$ cat src/rtl/vagu_pkg.sv
package vagu_pkg;

    typedef enum logic [1:0] {
        AM_UNIT     = 2'd0,
        AM_STRIDE   = 2'd1,
        AM_INDEX    = 2'd2,
        AM_UNIT_ALT = 2'd3
    } amode_e;

    typedef enum logic [1:0] {
        SQ_IDLE = 2'd0,
        SQ_WAIT = 2'd1,
        SQ_RUN  = 2'd2,
        SQ_FIN  = 2'd3
    } seq_e;

endpackage

$ cat src/rtl/vagu_ctrl.sv
module vagu_ctrl
    import vagu_pkg::*;
#(
    parameter int MAX_VL  = 64,
    parameter int STARTUP = 12
) (
    input  logic                         clk,
    input  logic                         rst_n,
    input  logic                         start,
    input  logic [$clog2(MAX_VL+1)-1:0]  vlen_in,
    input  logic [MAX_VL-1:0]            mask_in,
    output logic                         launch,
    output logic                         emit,
    output logic [$clog2(MAX_VL)-1:0]    cur_idx,
    output logic                         slot_o,
    output logic                         valid_o,
    output logic [$clog2(MAX_VL)-1:0]    elem_o,
    output logic                         done_o,
    output logic                         busy_o
);

    localparam int VL_W  = $clog2(MAX_VL + 1);
    localparam int IDX_W = $clog2(MAX_VL);
    localparam int CNT_W = (STARTUP > 2) ? $clog2(STARTUP) : 1;

    typedef struct packed {
        seq_e              st;
        logic [CNT_W-1:0]  wcnt;
        logic [IDX_W-1:0]  eidx;
        logic [IDX_W-1:0]  lastidx;
        logic [MAX_VL-1:0] mask;
        logic              slot;
        logic              valid;
        logic [IDX_W-1:0]  elem;
        logic              done;
    } ctrl_t;

    ctrl_t d, q;
    logic [VL_W-1:0] count;

    always_comb begin
        count  = (vlen_in > VL_W'(MAX_VL)) ? VL_W'(MAX_VL) : vlen_in;
        d      = q;
        d.slot  = 1'b0;
        d.valid = 1'b0;
        d.done  = 1'b0;
        launch = 1'b0;
        emit   = 1'b0;
        case (q.st)
            SQ_IDLE: begin
                if (start) begin
                    launch = 1'b1;
                    d.mask = mask_in;
                    if (count == '0) begin
                        d.done = 1'b1;
                    end else begin
                        d.st      = SQ_WAIT;
                        d.wcnt    = CNT_W'(STARTUP - 2);
                        d.eidx    = '0;
                        d.lastidx = IDX_W'(count - VL_W'(1));
                    end
                end
            end
            SQ_WAIT: begin
                if (q.wcnt == '0) begin
                    d.st = SQ_RUN;
                end else begin
                    d.wcnt = q.wcnt - CNT_W'(1);
                end
            end
            SQ_RUN: begin
                emit    = 1'b1;
                d.slot  = 1'b1;
                d.valid = q.mask[q.eidx];
                d.elem  = q.eidx;
                if (q.eidx == q.lastidx) begin
                    d.st = SQ_FIN;
                end else begin
                    d.eidx = q.eidx + IDX_W'(1);
                end
            end
            default: begin
                d.done = 1'b1;
                d.st   = SQ_IDLE;
            end
        endcase
    end

    always_ff @(posedge clk) begin
        if (!rst_n) begin
            q <= '{st: SQ_IDLE, default: '0};
        end else begin
            q <= d;
        end
    end

    assign cur_idx = q.eidx;
    assign slot_o  = q.slot;
    assign valid_o = q.valid;
    assign elem_o  = q.elem;
    assign done_o  = q.done;
    assign busy_o  = (q.st != SQ_IDLE);

endmodule

$ cat src/rtl/vagu_addr.sv
module vagu_addr
    import vagu_pkg::*;
#(
    parameter int ADDR_W     = 32,
    parameter int ELEM_BYTES = 8
) (
    input  logic              clk,
    input  logic              rst_n,
    input  logic              launch,
    input  logic              emit,
    input  logic [1:0]        mode_in,
    input  logic [ADDR_W-1:0] base_in,
    input  logic [ADDR_W-1:0] stride_in,
    input  logic [ADDR_W-1:0] idx_data,
    output logic [ADDR_W-1:0] addr_o
);

    typedef struct packed {
        amode_e            mode;
        logic [ADDR_W-1:0] base;
        logic [ADDR_W-1:0] step;
        logic [ADDR_W-1:0] acc;
        logic [ADDR_W-1:0] addr;
    } addr_t;

    addr_t d, q;

    always_comb begin
        d = q;
        if (launch) begin
            d.mode = amode_e'(mode_in);
            d.base = base_in;
            d.acc  = base_in;
            d.step = (amode_e'(mode_in) == AM_STRIDE) ? stride_in
                                                       : ADDR_W'(ELEM_BYTES);
        end else if (emit) begin
            d.addr = (q.mode == AM_INDEX) ? (q.base + idx_data) : q.acc;
            d.acc  = q.acc + q.step;
        end
    end

    always_ff @(posedge clk) begin
        if (!rst_n) begin
            q <= '{mode: AM_UNIT, default: '0};
        end else begin
            q <= d;
        end
    end

    assign addr_o = q.addr;

endmodule

$ cat src/rtl/vec_agu.sv
module vec_agu #(
    parameter int ADDR_W     = 32,
    parameter int MAX_VL     = 64,
    parameter int ELEM_BYTES = 8,
    parameter int STARTUP    = 12
) (
    input  logic                        clk,
    input  logic                        rst_n,
    input  logic                        start,
    input  logic [1:0]                  mode,
    input  logic [ADDR_W-1:0]           base,
    input  logic [ADDR_W-1:0]           stride,
    input  logic [$clog2(MAX_VL+1)-1:0] vlen,
    input  logic [MAX_VL-1:0]           mask,
    input  logic [ADDR_W-1:0]           idx_data,
    output logic [$clog2(MAX_VL)-1:0]   idx_sel,
    output logic                        slot,
    output logic                        addr_valid,
    output logic [ADDR_W-1:0]           addr,
    output logic [$clog2(MAX_VL)-1:0]   elem,
    output logic                        done,
    output logic                        busy
);

    localparam int IDX_W = $clog2(MAX_VL);

    logic             launch;
    logic             emit;
    logic [IDX_W-1:0] cur_idx;

    vagu_ctrl #(
        .MAX_VL  (MAX_VL),
        .STARTUP (STARTUP)
    ) u_ctrl (
        .clk     (clk),
        .rst_n   (rst_n),
        .start   (start),
        .vlen_in (vlen),
        .mask_in (mask),
        .launch  (launch),
        .emit    (emit),
        .cur_idx (cur_idx),
        .slot_o  (slot),
        .valid_o (addr_valid),
        .elem_o  (elem),
        .done_o  (done),
        .busy_o  (busy)
    );

    vagu_addr #(
        .ADDR_W     (ADDR_W),
        .ELEM_BYTES (ELEM_BYTES)
    ) u_addr (
        .clk       (clk),
        .rst_n     (rst_n),
        .launch    (launch),
        .emit      (emit),
        .mode_in   (mode),
        .base_in   (base),
        .stride_in (stride),
        .idx_data  (idx_data),
        .addr_o    (addr)
    );

    assign idx_sel = cur_idx;

endmodule

$ cat config.mk
export PLATFORM = sky130hd
export DESIGN_NAME = vec_agu
export DESIGN_NICKNAME = d
export VERILOG_FILES = /design/src/rtl/vagu_pkg.sv /design/src/rtl/vagu_ctrl.sv /design/src/rtl/vagu_addr.sv /design/src/rtl/vec_agu.sv
export SDC_FILE = /design/constraint.sdc
export NUM_CORES = 1
export LEC_CHECK = 0
export BUFFER_PORTS_ARGS = -buffer_cell sky130_fd_sc_hd__buf_2
export CAP_MARGIN = 20
export CORE_UTILIZATION = 50
export CTS_CLUSTER_DIAMETER = 50
export DETAILED_ROUTE_END_ITERATION = 7
export GPL_TIMING_DRIVEN = 0
export PLACE_DENSITY = 0.81
export SLEW_MARGIN = 15
export SYNTH_ARGS = -nofsm -noshare
export SYNTH_HDL_FRONTEND = slang
export SYNTH_SLANG_ARGS = --single-unit
export TNS_END_PERCENT = 5
$ cat constraint.sdc
create_clock -name clk -period 2.6 [get_ports clk]
set_clock_uncertainty 0.1 [all_clocks]
set_input_delay 0 -clock clk [delete_from_list [all_inputs] [get_ports clk]]
set_output_delay 0 -clock clk [all_outputs]
set_load 0.03 [all_outputs]
==> flow_summary.json <==
{
  "fin_ws_ns": -0.359,
  "clk_pin_slew_worst_paths_ns": 0.06,
  "synthAdderAreaFrac_pct": 7.29,
  "busiest_layer": "met2",
  "seqPwrFrac_pct": 32.2,
  "clk_latency_ns": 0.56,
  "drcViolationCount": 0,
  "layout_commonest_cell": "nand2_1",
  "p_leak_nw": 7.36,
  "synth_top_family_by_area": "compound AO/OA/AOI/OAI gates",
  "slowest_delay_ns": 0.44,
  "viasPerCell": 5.87,
  "first_iter_violations": 1250,
  "grt_pass1_wl_um": 70500,
  "fin_crit_sh_pct": 114,
  "crit_fanout": 3,
  "slew_headroom_pct": 36.5,
  "avgSynthCellArea_um2": 8.08,
  "ioPinCount": 220,
  "grt_setup_unrepaired": "yes",
  "synth_mux_area_share_pct": 5.68,
  "cap_violations": 0,
  "slew_viol_final": 0,
  "die_h_um": 159,
  "clock_sinks": 221,
  "synth-compound-area-share_pct": 23.0,
  "critical_path_class": "reg -> reg",
  "ys_top_cells_by_area": "dfxtp_1, nand2_1, a21oi_1, ha_1, mux4_2",
  "drtAntennaViolNets": 0,
  "setup_viol": 26,
  "end_kind": "flip-flop",
  "synth_warnings": 0,
  "wl_per_cell_um": 20.0,
  "clkPwrFrac_pct": 27.2,
  "clock_path_buffers": 3,
  "powerDensity_mw_per_mm2": 833,
  "fin_total_pwr_mw": 14.2,
  "final_cell_mix": "nand2_1, buf_2, dfxtp_1",
  "cp-start-kind": "flip-flop",
  "drive_above_1_share_pct": 22.7,
  "syn_to_final_growth_pct": 37.5,
  "synthSimpleGateAreaFrac_pct": 18.4,
  "ir_drop_mv": 0.559,
  "cts_max_level": 1,
  "routed_wl_um": 46400,
  "grt_pass1_vias": 13400,
  "core-area_mm2": 0.0243,
  "num_rows": 57,
  "violations": "setup timing",
  "cp.required_ns": 2.90,
  "cts_root_buf": "clkbuf_16",
  "met3_usage_pct": 5.94,
  "cpMaxStageDelayCell": "fa_2",
  "grt_use_met1_pct": 41.5,
  "die_w_um": 159,
  "die-area_mm2": 0.0254,
  "finalHoldViolCount": 0,
  "grt_overflow": 0,
  "rrSetupSlack_ns": -0.36,
  "min_path_type": "in -> reg",
  "status": "complete, but fails checks",
  "yosys.area.top_type": "dfxtp_1",
  "arrival_ns": 3.26,
  "synthFlopType": "dfxtp_1",
  "timing.hold.ws_ns": 0.0262,
  "syn-cell-area_mm2": 0.0124,
  "num_vias": 13600,
  "gp_congestion": 0.988,
  "antenna_found_initial": 2,
  "synth_edf_count": 0,
  "p_int_mw": 8.47,
  "tightest_slew_ns": 0.952,
  "start_util_pct": 51.0,
  "synth_xor_area_share_pct": 3.82,
  "p_sw_share_pct": 40.3,
  "use_met2_pct": 60.9,
  "crit_chain": "ha_4 -> fa_2 -> a211oi_4 -> nor2_4 -> o31ai_4 -> o2111ai_2 -> a41oi_2 -> buf_4 -> o41ai_4 -> a21oi_2 -> xor2_1 -> o22ai_1",
  "switchingPower_mw": 5.72,
  "ys_ff_latch": 221,
  "dp_hpwl_um": 30100,
  "synthesis.nets": 1777,
  "grt_usage_pct": 35.0,
  "drtPass1Iterations": 7,
  "period_needed_ns": 2.96,
  "grt_max_degree": 15,
  "fmaxAchievable_mhz": 338,
  "synth.distinct_cells": 77,
  "pwr-share-comb_pct": 40.6,
  "nFillCells": 1820,
  "yosysTopAreaCellShare_pct": 35.7,
  "cts_tree": "built",
  "io_buffers": 219,
  "fin_nets": 2211,
  "netlist_instances": 1534,
  "cts_made_buffers": 28,
  "async_reset_ff_share_pct": 0,
  "yosysSeqAreaShare_pct": 35.7
}
registers in the layout, summed over array words and instances (netlist names):
name and count:
u_addr.addr_o 32, u_addr.q 98, u_ctrl.cur_idx 6, u_ctrl.done_o 1, u_ctrl.elem_o 6, u_ctrl.q 76
u_ctrl.slot_o 1, u_ctrl.valid_o 1
critical path: cells and delay by family (launching register included):
family,cells,cell delay [ns]
XOR/XNOR,1,0.19
adder cells (fa/ha/maj),2,0.61
AND/OR/NAND/NOR,1,0.08
buffers and inverters,1,0.18
AO/OA/AOI/OAI,7,1.29
flip-flops,1,0.36
timing repair:
item,4_1_cts,5_1_grt
hold buffers,172,0
resized for setup,41,57
endpoints found under the setup margin,178,141
pin swaps,17,26
hold endpoints to repair,200,0
buffers inserted,3,10
path summary, 6_finish.rpt:
kind | start | to | cells past startpoint
hold reg to reg | u_ctrl.q[31]$_SDFFE_PN0P_ | u_ctrl.q[31]$_SDFFE_PN0P_ | 2
hold / removal | idx_data[18] | u_addr.addr_o[19]$_SDFFE_PN0P_ | 7
setup reg to reg | u_addr.q[96]$_SDFFE_PN0P_ | u_addr.addr_o[28]$_SDFFE_PN0P_ | 12
setup / recovery | u_addr.q[96]$_SDFFE_PN0P_ | u_addr.addr_o[28]$_SDFFE_PN0P_ | 12
cell type report:
cell class                 count  area (um2)  area share, %
multi-input combinational   1158        7550           44.3
sequential                   221        4440           26.1
timing repair buffer         404        2920           17.1
clock buffer                  38         818           4.80
buffer                       133         702           4.12
tap                          324         405           2.38
clock inverter                14         114          0.668
inverter                      22        83.8          0.492
antenna                        2        5.00         0.0294
stage by stage:
| step | util (%) | cell area (um2) | setup slack, ns | TNS, ns | std cells |
|---|---|---|---|---|---|
| after floorplan | - | 12400 | -0.00658 | -0.00946 | 1534 |
| after global placement | 57.3 | 13900 | -0.517 | -35.01 | 2077 |
| after global routing | 70.1 | 17000 | -0.403 | -7.79 | 2315 |
| final | 70.1 | 17000 | -0.359 | -4.38 | 2316 |
| after CTS | 68.9 | 16800 | -0.307 | -2.97 | 2304 |
| after detailed placement | 57.3 | 13900 | -0.576 | -41.49 | 2077 |
per-layer routing:
metal | vias to the layer above | part of all wire (%)
li1 | 6288 | -
met1 | 6285 | 38
met2 | 810 | 48
met3 | 204 | 8.8
met4 | 2 | 5.1
met5 | - | 0.028
synthesized netlist by cell type (all sizes together), types with 6 or more instances:
master,n
xnor2,27
a21boi,6
clkbuf,74
a21o,32
o21ai,58
a211oi,16
nand3,28
a21oi,215
o21a,12
nand4,10
o211ai,7
mux2,9
inv,20
ha,69
and3,14
a22oi,33
nand2b,7
and2,6
dfxtp,221
nand2,297
xor2,27
nor2,120
a31oi,11
mux4,21
a311oi,12
nor2b,11
o21bai,6
nor3,16
or3,12
buf,59
mux2i,13
power groups by stage:
stage	Sequential [mW]	Combinational, mW	Clock (mW)
after global routing	4.62	6.17	4.00
after detailed placement	4.59	5.06	0
after floorplan	4.42	3.68	0
after CTS	4.52	5.39	3.85
final	4.57	5.76	3.86
after global placement	4.56	4.97	0
cell families after synthesis:
group / after synthesis
AND/OR/NAND/NOR: 538
AO/OA/AOI/OAI: 452
flip-flops: 221
buffers and inverters: 155
adder cells (fa/ha/maj): 71
XOR/XNOR: 54
multiplexers: 43
Power figures use the tool's default switching activity.
